<file path="config.mk">
export PLATFORM = sky130hd
export DESIGN_NAME = onewire_id_search
export DESIGN_NICKNAME = d
export VERILOG_FILES = /design/src/rtl/ows_pkg.sv /design/src/rtl/ows_slot_port.sv /design/src/rtl/ows_branch.sv /design/src/rtl/ows_path.sv /design/src/rtl/onewire_id_search.sv
export SDC_FILE = /design/constraint.sdc
export NUM_CORES = 1
export LEC_CHECK = 0
export ABC_AREA = 1
export BUFFER_PORTS_ARGS = -buffer_cell sky130_fd_sc_hd__buf_2
export CAP_MARGIN = 10
export CORE_ASPECT_RATIO = 0.75
export CORE_UTILIZATION = 40
export DETAILED_ROUTE_END_ITERATION = 10
export SYNTH_ARGS = -nofsm -noshare
export SYNTH_HDL_FRONTEND = slang
export SYNTH_SLANG_ARGS = --single-unit
</file>
<file path="constraint.sdc">
create_clock -name clk -period 2 [get_ports clk]
set_input_delay 0.1 -clock clk [delete_from_list [all_inputs] [get_ports clk]]
set_output_delay 0.1 -clock clk [all_outputs]
set_load 0.01 [all_outputs]
</file>
<file path="src/rtl/ows_pkg.sv">
package ows_pkg;

  typedef enum logic [1:0] {
    OP_RESET = 2'b00,
    OP_WRITE = 2'b01,
    OP_READ  = 2'b10
  } slot_op_e;

  localparam logic [7:0] CMD_ALL   = 8'hF0;
  localparam logic [7:0] CMD_ALARM = 8'hEC;

  // Branch choice for one position: returns {dir, fork0}.
  // fork0 marks a disagreement that was resolved by taking the 0 branch.
  function automatic logic [1:0] pick_branch(input logic rd_b, input logic rd_c,
                                             input logic known, input logic below_mark,
                                             input logic at_mark, input logic prev);
    logic dir;
    logic split;
    split = 1'b0;
    case ({rd_b, rd_c})
      2'b01:   dir = 1'b0;
      2'b10:   dir = 1'b1;
      2'b11:   dir = 1'b1;
      default: begin
        split = 1'b1;
        if (!known)          dir = 1'b0;
        else if (below_mark) dir = prev;
        else if (at_mark)    dir = 1'b1;
        else                 dir = 1'b0;
      end
    endcase
    return {dir, split & ~dir};
  endfunction

endpackage

</file>
<file path="src/rtl/ows_slot_port.sv">
module ows_slot_port (
  input  logic clk,
  input  logic rst_n,
  input  logic want,
  input  logic cmd_done,
  output logic cmd_valid,
  output logic fire
);
  logic gap_q;

  assign cmd_valid = want & ~gap_q;
  assign fire      = cmd_valid & cmd_done;

  always_ff @(posedge clk or negedge rst_n) begin
    if (!rst_n) gap_q <= 1'b0;
    else        gap_q <= fire;
  end

  a_r10_gap: assert property (@(posedge clk) disable iff (!rst_n)
    fire |=> !cmd_valid);
endmodule

</file>
<file path="src/rtl/ows_branch.sv">
module ows_branch #(
  parameter int ID_W  = 64,
  localparam int IDX_W = $clog2(ID_W)
) (
  input  logic             rd_b,
  input  logic             rd_c,
  input  logic             known,
  input  logic [IDX_W-1:0] pos,
  input  logic [IDX_W-1:0] mark,
  input  logic             prev,
  output logic             dir,
  output logic             fork0
);
  import ows_pkg::*;

  logic below_mark;
  logic at_mark;

  assign below_mark = pos < mark;
  assign at_mark    = pos == mark;

  always_comb begin
    {dir, fork0} = pick_branch(rd_b, rd_c, known, below_mark, at_mark, prev);
  end
endmodule

</file>
<file path="src/rtl/ows_path.sv">
module ows_path #(
  parameter int ID_W  = 64,
  localparam int IDX_W = $clog2(ID_W)
) (
  input  logic             clk,
  input  logic             rst_n,
  input  logic             clr,
  input  logic             pass_open,
  input  logic             wr_en,
  input  logic [IDX_W-1:0] wr_idx,
  input  logic             wr_bit,
  input  logic             wr_fork,
  input  logic             pass_close,
  output logic [ID_W-1:0]  id_q,
  output logic             prev_bit,
  output logic             known,
  output logic [IDX_W-1:0] mark,
  output logic             more
);
  logic [ID_W-1:0]  id_r;
  logic             known_r;
  logic [IDX_W-1:0] mark_r;
  logic [IDX_W-1:0] cand_r;
  logic             cand_v;

  always_ff @(posedge clk or negedge rst_n) begin
    if (!rst_n) begin
      id_r    <= '0;
      known_r <= 1'b0;
      mark_r  <= '0;
      cand_r  <= '0;
      cand_v  <= 1'b0;
    end else if (clr) begin
      id_r    <= '0;
      known_r <= 1'b0;
      mark_r  <= '0;
      cand_r  <= '0;
      cand_v  <= 1'b0;
    end else begin
      if (pass_open) cand_v <= 1'b0;
      if (wr_en) begin
        id_r[wr_idx] <= wr_bit;
        if (wr_fork) begin
          cand_r <= wr_idx;
          cand_v <= 1'b1;
        end
      end
      if (pass_close) begin
        known_r <= cand_v;
        mark_r  <= cand_r;
      end
    end
  end

  assign id_q     = id_r;
  assign prev_bit = id_r[wr_idx];
  assign known    = known_r;
  assign mark     = mark_r;
  assign more     = cand_v | (wr_en & wr_fork);

  // recorded 0-branch forks move upward within a pass
  a_r7_ascend: assert property (@(posedge clk) disable iff (!rst_n)
    (wr_en && wr_fork && cand_v && !pass_open) |-> (wr_idx > cand_r));
endmodule

</file>
<file path="src/rtl/onewire_id_search.sv">
module onewire_id_search #(
  parameter int ID_W  = 64,
  parameter int CMD_W = 8,
  localparam int IDX_W  = $clog2(ID_W),
  localparam int CBIT_W = $clog2(CMD_W)
) (
  input  logic            clk,
  input  logic            rst_n,
  input  logic            start,
  input  logic            alarm_sel,
  output logic            cmd_valid,
  output logic [1:0]      cmd_op,
  output logic            cmd_wbit,
  input  logic            cmd_done,
  input  logic            cmd_rbit,
  output logic            busy,
  output logic            id_valid,
  output logic [ID_W-1:0] id_value,
  output logic            done,
  output logic            no_dev
);
  import ows_pkg::*;

  typedef enum logic [2:0] {
    S_IDLE, S_RST, S_CMD, S_RD0, S_RD1, S_WR, S_END
  } st_e;

  st_e               st;
  logic              alarm_q;
  logic [CBIT_W-1:0] cbit;
  logic [IDX_W-1:0]  idx;
  logic              rd_b, rd_c;
  logic              done_q, nodev_q;

  logic              want, fire;
  logic [CMD_W-1:0]  cmd_byte;
  logic              dec_dir, dec_fork0;
  logic              prev_bit, known, more;
  logic [IDX_W-1:0]  mark;
  logic              pass_open, pass_close, wr_en, clr;
  logic              last_bit, last_cbit;
  logic              abort_pair;

  assign cmd_byte   = CMD_W'(alarm_q ? CMD_ALARM : CMD_ALL);
  assign want       = (st == S_RST) || (st == S_CMD) || (st == S_RD0) ||
                      (st == S_RD1) || (st == S_WR);
  assign last_bit   = idx == IDX_W'(ID_W - 1);
  assign last_cbit  = cbit == CBIT_W'(CMD_W - 1);
  assign clr        = (st == S_IDLE) && start;
  assign pass_open  = (st == S_CMD) && fire && last_cbit;
  assign wr_en      = (st == S_WR) && fire;
  assign pass_close = st == S_END;
  assign abort_pair = (st == S_RD1) && fire && rd_b && cmd_rbit;

  ows_slot_port u_port (
    .clk(clk), .rst_n(rst_n), .want(want), .cmd_done(cmd_done),
    .cmd_valid(cmd_valid), .fire(fire)
  );

  ows_branch #(.ID_W(ID_W)) u_branch (
    .rd_b(rd_b), .rd_c(rd_c), .known(known), .pos(idx), .mark(mark),
    .prev(prev_bit), .dir(dec_dir), .fork0(dec_fork0)
  );

  ows_path #(.ID_W(ID_W)) u_path (
    .clk(clk), .rst_n(rst_n), .clr(clr), .pass_open(pass_open),
    .wr_en(wr_en), .wr_idx(idx), .wr_bit(dec_dir), .wr_fork(dec_fork0),
    .pass_close(pass_close), .id_q(id_value), .prev_bit(prev_bit),
    .known(known), .mark(mark), .more(more)
  );

  always_comb begin
    cmd_op   = OP_RESET;
    cmd_wbit = 1'b0;
    case (st)
      S_CMD: begin cmd_op = OP_WRITE; cmd_wbit = cmd_byte[cbit]; end
      S_WR:  begin cmd_op = OP_WRITE; cmd_wbit = dec_dir;        end
      S_RD0, S_RD1: cmd_op = OP_READ;
      default: ;
    endcase
  end

  always_ff @(posedge clk or negedge rst_n) begin
    if (!rst_n) begin
      st      <= S_IDLE;
      alarm_q <= 1'b0;
      cbit    <= '0;
      idx     <= '0;
      rd_b    <= 1'b0;
      rd_c    <= 1'b0;
      done_q  <= 1'b0;
      nodev_q <= 1'b0;
    end else begin
      case (st)
        S_IDLE: if (start) begin
          alarm_q <= alarm_sel;
          done_q  <= 1'b0;
          nodev_q <= 1'b0;
          st      <= S_RST;
        end
        S_RST: if (fire) begin
          if (cmd_rbit) begin
            cbit <= '0;
            st   <= S_CMD;
          end else begin
            done_q  <= 1'b1;
            nodev_q <= 1'b1;
            st      <= S_IDLE;
          end
        end
        S_CMD: if (fire) begin
          if (last_cbit) begin
            idx <= '0;
            st  <= S_RD0;
          end else begin
            cbit <= cbit + CBIT_W'(1);
          end
        end
        S_RD0: if (fire) begin
          rd_b <= cmd_rbit;
          st   <= S_RD1;
        end
        S_RD1: if (fire) begin
          rd_c <= cmd_rbit;
          if (rd_b && cmd_rbit) begin
            done_q  <= 1'b1;
            nodev_q <= 1'b1;
            st      <= S_IDLE;
          end else begin
            st <= S_WR;
          end
        end
        S_WR: if (fire) begin
          if (last_bit) begin
            done_q <= ~more;
            st     <= S_END;
          end else begin
            idx <= idx + IDX_W'(1);
            st  <= S_RD0;
          end
        end
        S_END: st <= done_q ? S_IDLE : S_RST;
        default: st <= S_IDLE;
      endcase
    end
  end

  assign busy     = st != S_IDLE;
  assign id_valid = st == S_END;
  assign done     = done_q;
  assign no_dev   = nodev_q;

  a_r10_hold: assert property (@(posedge clk) disable iff (!rst_n)
    (cmd_valid && !cmd_done) |=> (cmd_valid && $stable(cmd_op) && $stable(cmd_wbit)));

  a_r8_strobe: assert property (@(posedge clk) disable iff (!rst_n)
    id_valid |=> !id_valid);

  a_r8_done_last: assert property (@(posedge clk) disable iff (!rst_n)
    ($rose(done) && !no_dev) |-> id_valid);

  a_r2_nodev_done: assert property (@(posedge clk) disable iff (!rst_n)
    no_dev |-> done);

  a_r6_abort: assert property (@(posedge clk) disable iff (!rst_n)
    abort_pair |=> (done && no_dev && !busy && !id_valid));

  a_r11_busy_start: assert property (@(posedge clk) disable iff (!rst_n)
    (busy && !id_valid && start) |=> busy);

  a_r1_idle_quiet: assert property (@(posedge clk) disable iff (!rst_n)
    !busy |-> !cmd_valid);
endmodule

</file>
==> impl_metrics.csv, run 1 <==
group,metric,value,unit
worst_setup_path,path_cells,"buf_6, nand2_4, clkinvlp_4, nand3_1, nand2_1, o21ai_1, nand2_1, nor2_2, nand3_1, nand2_2, nand2_4, a22o_1, buf_2",
worst_setup_path,cpLargestDelayFamily,"simple AND/OR/NAND/NOR gates",
power_and_ir_drop,peakVddDrop,0.544,mV
route,avgViaCountPerCell,5.06,
clocking,clkTransAtPathRegs,70,ps
grt,globalRoute.totalOverflow,0,
worst_setup_path,crit_fanout,6,
timing,max_freq,403,MHz
synthesis,netlist_area,5700,um^2
outcome,violations,"negative setup slack",
floorplan,dieArea,14700,um^2
timing,setup_viol,73,
timing,fin_ws,-480,ps
route,dr.pass1.iters,5,
place,numPortBuffers,77,
timing,grt_setup_unrepaired,"yes",
power_and_ir_drop,p_leak,4.06,nW
power_and_ir_drop,powerDensity,993,nW/um^2
synthesis,yosys_warnings,0,
synthesis,synth_cell_types,36,
route,ant_nets,0,
worst_setup_path,start_kind,"register",
synthesis,ys_seq_elements,96,
clocking,cts.sinks,96,
worst_setup_path,path_class,"register to primary output",
finish,drive_above_1_share,25.7,%
grt,first_global_vias,5040,
clocking,cts_buffers,9,
timing,worstMarginPinSlew,545,ps
hold_path,holdPathStages,3,
timing,finalHoldViolations,0,
clocking,h-tree-depth,3,
clocking,clk_latency,360,ps
floorplan,fp.coreArea,13800,um^2
clocking,cts_tree,"yes",
worst_setup_path,r2r_setup_slack,-410,ps
synthesis,ys.flop_type,"dfrtp_1",
worst_setup_path,worst_r2r_path_depth,15,
timing,period_needed,2480,ps
worst_setup_path,endpoint_kind,"primary output",
worst_setup_path,crit_required,1900,ps
finish,layout.cells.non_filler,1088,
route,wl_per_cell,15.7,um
synthesis,syn_avg_cell_area,7.38,um^2
grt,grt_max_degree,97,
worst_setup_path,slowest_delay,420,ps
synthesis,synth_edf_count,0,
grt,antenna_found_initial,0,
grt,grt_usage,24.1,%
worst_setup_path,critPathArrivalTime,2380,ps
synthesis,ys_async_sr_fraction,100,%
route,postRouteWirelength,17100,um
floorplan,die_x,140,um
place,place_ws,-298,ps
route,drc,0,
timing,drv_slew,0,
route,num_vias,5505,
flow_run,max-cap-violations,0,
worst_setup_path,r2r-end,"u_path.id_q[52]",
floorplan,initial_core_util,41.3,%
worst_setup_path,worst-path-buf-inv,3,
finish,final_nets,923,
timing,fin_skew,12.9,ps
finish,layout_common_cells,"nand2_1 (167), inv_1 (160), dfrtp_1 (95)",
hold_path,hp-class,"input port to register",
finish,antenna_cells,0,
outcome,outcome,"finished, violations left",
grt,grt_pass1_wl,27300,um
route,drt_iter0_markers,441,
floorplan,die_y,105,um
floorplan,rows,37,
clocking,root_buffer,"clkbuf_16",
place,gp_congestion,0.876,
timing,fin_crit_sh,124,%
clocking,cts.path.max_buffers,2,
hold_path,hold_start,"cmd_rbit",
worst_setup_path,cp_slowest_cell,"dfrtp_1",
finish,area_delta_synth_final,29.1,%
timing,slew_headroom,63.7,%
synthesis,ys_seq_area_share,42.1,%
place,hpwl,11600,um
worst_setup_path,r2r-start,"idx[2]",
hold_path,min_delay_worst_endpoint,"rd_c",
synthesis,syn_nets,787,
synthesis,syn_inst,772,
place,dpl.cell_count,1058,
finish,final_common_cell,"nand2_1",
floorplan,ioPinCount,78,
what timing repair did:
item / 4_1_cts / 5_1_grt
hold buffers: 2 / 0
pin swaps: 6 / 2
gates cloned: 4 / 1
gates resized for setup: 26 / 24
setup endpoints to repair: 77 / 81
endpoints found under the hold margin: 97 / 0
setup buffers: 7 / 1
layer usage:
metal	vias to the layer above	wire length, um	global-route usage (%)
met5	-	0	0
met1	2573	8490	36.1
li1	2740	-	-
met3	12	1140	5.32
met4	0	172	5.34
met2	180	7290	35.0
cell families (layout without fill, tap and decap cells):
logic type	Yosys count	count (layout)	synth area share, %
compound gates	195	195	18.1
buf+inv	197	337	14.7
fa+ha+maj	9	9	1.98
flops	96	96	42.1
simple gates	275	276	23.1
synth_stat cells (2+ instances only):
| master | n | area share, % |
|---|---|---|
| o21ai_0 | 25 | 2.2 |
| inv_1 | 162 | 11 |
| o31ai_1 | 2 | 0.26 |
| a31oi_1 | 2 | 0.22 |
| a21oi_1 | 73 | 6.4 |
| nor2_1 | 38 | 2.5 |
| nand2_2 | 3 | 0.33 |
| buf_4 | 6 | 0.79 |
| clkbuf_1 | 2 | 0.13 |
| buf_1 | 5 | 0.33 |
| buf_2 | 8 | 0.70 |
| nor3_2 | 7 | 1.2 |
| dfrtp_1 | 96 | 42 |
| buf_6 | 7 | 1.4 |
| a211oi_1 | 2 | 0.26 |
| nor2_2 | 3 | 0.33 |
| inv_2 | 4 | 0.26 |
| nor4_4 | 6 | 2.2 |
| nor3_1 | 5 | 0.44 |
| ha_1 | 9 | 2.0 |
| o21ai_1 | 75 | 6.6 |
| nand2_1 | 171 | 11 |
| o211ai_1 | 13 | 1.7 |
| nand3_1 | 36 | 3.2 |
worst max-delay path by stage:
stage / from / endpoint / depth (start not counted)
after floorplan: idx[0] / u_path.id_q[12] / 16
after global placement: idx[1] / u_path.id_q[6] / 14
after detailed placement: idx[2] / u_path.id_q[6] / 14
after CTS: idx[2] / cmd_wbit / 14
after global routing: idx[2] / cmd_wbit / 14
final: idx[2] / cmd_wbit / 13
cell type report:
| type | instances | area [um^2] |
|---|---|---|
| Clock buffer | 9 | 225 |
| Clock inverter | 7 | 47.5 |
| Fill cell | 1324 | 6430 |
| Inverter | 168 | 637 |
| Multi-Input combinational cell | 480 | 2630 |
| Sequential cell | 96 | 2400 |
| Tap cell | 175 | 219 |
| Timing Repair Buffer | 153 | 1200 |
stage by stage:
step           area, um^2  util, %  hold slack (ps)  TNS, ps  power [mW]
6_report             7360     53.4             12.0   -23110        7.31
5_1_grt              7360     53.4             38.8   -32550        7.74
4_1_cts              7260     52.6             3.90   -21710        7.25
3_5_place_dp         6690     48.5              209   -19520        5.03
3_3_place_gp         6690     48.5              207   -18840        5.04
2_1_floorplan        5720        -             -196        0        4.13
power breakdown:
group	internal, mW	leakage, nW	switching [mW]
sequential	2.08	1.32	0.128
clock	0.844	0.132	0.802
combinational	1.41	2.60	2.05
total	4.33	4.06	2.98
state kept, by name, summed over array words and instances, names as in the netlist, 3 cells and up:
name / flops
idx: 6
u_path.id_q: 64
u_path.cand_r: 6
cbit: 3
st: 3
u_path.mark: 6
worst reg2reg max path, cell delays in order, from the launching register on:
cell and delay (ps):
dfrtp_1 420, buf_6 150, nand2_4 60, clkinvlp_4 160, nand3_1 110, nand2_1 50, o21ai_1 180, nand2_1 100
nor2_2 160, nand3_1 110, nand2_2 100, nand2_4 60, buf_8 170, bufbuf_16 300, o21ai_1 130, inv_1 50
No activity file was read; power rests on OpenSTA's default activity.
==> run 2: changes to the inputs <==
CORE_MARGIN = 2   (was default)
==> run 2 against run 1 <==
- the flow still finishes with violations (negative setup slack)
- sequential share of layout area down 2.6 points
- core utilization rose by 4.3 points
- hold slack improved by 120 ps
- design area is 8.5% higher
- count of clock-buffer cells in the layout increased by 2
- combinational power grew 20%
- clock power is 12% higher
- critical path depth is 3 higher
- total power grew 12%
- non-clock buffer count increased by 29
- first-iteration DRC count fell by 1.1%
- sequential power hardly changed
==> impl_metrics.csv, run 2 (synthesis gave the netlist of run 1 again) <==
group,metric,value,unit
route,postRouteWirelength,18100,um
flow_run,max-cap-violations,0,
outcome,violations,"negative setup slack",
floorplan,rows,37,
worst_setup_path,r2r_setup_slack,-540,ps
timing,drv_slew,0,
grt,grt_usage,23.3,%
floorplan,die_x,142,um
floorplan,fp.coreArea,13800,um^2
worst_setup_path,r2r-start,"idx[1]",
worst_setup_path,worst-path-buf-inv,6,
clocking,clkTransAtPathRegs,70,ps
worst_setup_path,r2r-end,"u_path.cand_r[2]",
timing,finalHoldViolations,0,
grt,grt_max_degree,68,
finish,multi_input_area,2870,um^2
route,ant_nets,0,
floorplan,initial_core_util,41.2,%
worst_setup_path,cp_slowest_cell,"dfrtp_1",
finish,fillers,1258,
clocking,cts.path.max_buffers,2,
worst_setup_path,path_class,"register to primary output",
worst_setup_path,path_cells,"buf_6, buf_6, inv_2, nor2_4, buf_4, nand3_1, nand2_1, o21ai_2, nand2_1, nor2_2, nand3_1, nand2_2, nand2_4, buf_6, a22o_1, buf_2",
timing,slew_headroom,68.5,%
route,avgViaCountPerCell,5.17,
route,drt_iter0_markers,436,
finish,final_nets,951,
power_and_ir_drop,p_leak,4.30,nW
clocking,cts_buffers,9,
grt,antenna_found_initial,0,
power_and_ir_drop,peakVddDrop,0.629,mV
route,num_vias,5768,
finish,layout.cells.non_filler,1116,
outcome,outcome,"finished, violations left",
timing,grt_setup_unrepaired,"yes",
finish,area_delta_synth_final,40.1,%
worst_setup_path,crit_fanout,5,
worst_setup_path,worst_r2r_path_depth,20,
floorplan,dieArea,15200,um^2
timing,period_needed,2620,ps
finish,largest_reg_flops,64,
worst_setup_path,start_kind,"register",
timing,whs,132,ps
place,numPortBuffers,77,
finish,final_common_cell,"nand2_1",
worst_setup_path,cpLargestDelayFamily,"buffers and inverters",
place,gp_congestion,0.823,
timing,fin_skew,9.94,ps
grt,grt_pass1_wl,27500,um
floorplan,ioPinCount,78,
finish,layout_common_cells,"nand2_1 (166), inv_1 (159), dfrtp_1 (95)",
worst_setup_path,cp_common_cell,"buf_6",
clocking,clk_latency,360,ps
worst_setup_path,endpoint_kind,"primary output",
worst_setup_path,critPathArrivalTime,2520,ps
route,dr.pass1.iters,5,
clocking,cts_tree,"yes",
clocking,h-tree-depth,3,
grt,globalRoute.totalOverflow,0,
finish,antenna_cells,0,
route,wl_per_cell,16.2,um
timing,max_freq,381,MHz
timing,setup_tns,-34910,ps
clocking,cts.sinks,96,
timing,fin_ws,-625,ps
power_and_ir_drop,powerDensity,1030,nW/um^2
hold_path,hp-class,"input port to asynchronous set/reset pin",
route,drc,0,
timing,setup_viol,75,
timing,fin_crit_sh,131,%
floorplan,die_y,107,um
timing,worstMarginPinSlew,472,ps
clocking,root_buffer,"clkbuf_16",
worst_setup_path,slowest_delay,410,ps
worst_setup_path,crit_required,1900,ps
place,dpl.cell_count,1070,
finish,drive_above_1_share,33.7,%
grt,first_global_vias,5094,
place,hpwl,11500,um
finish,fin_util,57.7,%
finish,final-seq-area,2400,um^2
==> run 2: changes by cell type in the layout (fill, tap and decap cells not counted), moves of 4 or more <==
cell,previous run,this run
buf_4,56,72
o21ai_2,20,65
o21ai_1,58,11
buf_6,4,8
clkbuf_16,9,14
==> run 2: timing repair <==
action | in CTS | in global routing
hold buffers | 3 | 0
pin swaps | 8 | 8
hold endpoints to repair | 62 | 0
resized for setup | 37 | 91
setup buffers | 9 | 10
cloned | 5 | 6
endpoints found under the setup margin | 77 | 82
==> run 2: routing by layer <==
layer	vias to the layer above	routed length, um	global-route usage, %
li1	2792	-	-
met1	2742	8590	35.3
met2	216	8120	34.5
met3	18	1220	4.14
met4	0	189	5.21
met5	-	0	0
==> run 2: final cells by class <==
class	instances	share of cell area (%)
clock buffer	11	3.17
clock inverter	5	0.799
inverter	168	7.98
multi-input combinational	479	35.9
sequential	96	30.1
tap	175	2.74
timing repair buffer	182	19.3
==> run 2: where the power goes <==
part	total [mW]	internal, mW	switching (mW)	leakage, nW
combinational	4.15	1.75	2.40	2.82
clock	1.85	1.05	0.802	0.152
sequential	2.20	2.08	0.118	1.32
==> run 2: how the worst max path moves through the flow <==
stage	startpoint	to	slack [ps]	cells after the start
floorplan	idx[0]	u_path.id_q[12]	0.3	16
global placement	idx[2]	u_path.id_q[21]	-290	14
detailed placement	idx[2]	done	-330	14
CTS	idx[2]	cmd_wbit	-540	15
global route	idx[2]	cmd_wbit	-780	15
finish	idx[1]	cmd_wbit	-620	16
==> run 2: per-stage QoR <==
| step | power, mW | worst slack (ps) | cell area, um^2 |
|---|---|---|---|
| 6_report | 8.20 | -625 | 7990 |
| 5_1_grt | 8.62 | -778 | 7990 |
| 4_1_cts | 7.52 | -541 | 7440 |
| 3_5_place_dp | 4.99 | -325 | 6780 |
| 3_3_place_gp | 5.00 | -288 | 6780 |
| 2_1_floorplan | 4.13 | 0.280 | 5720 |
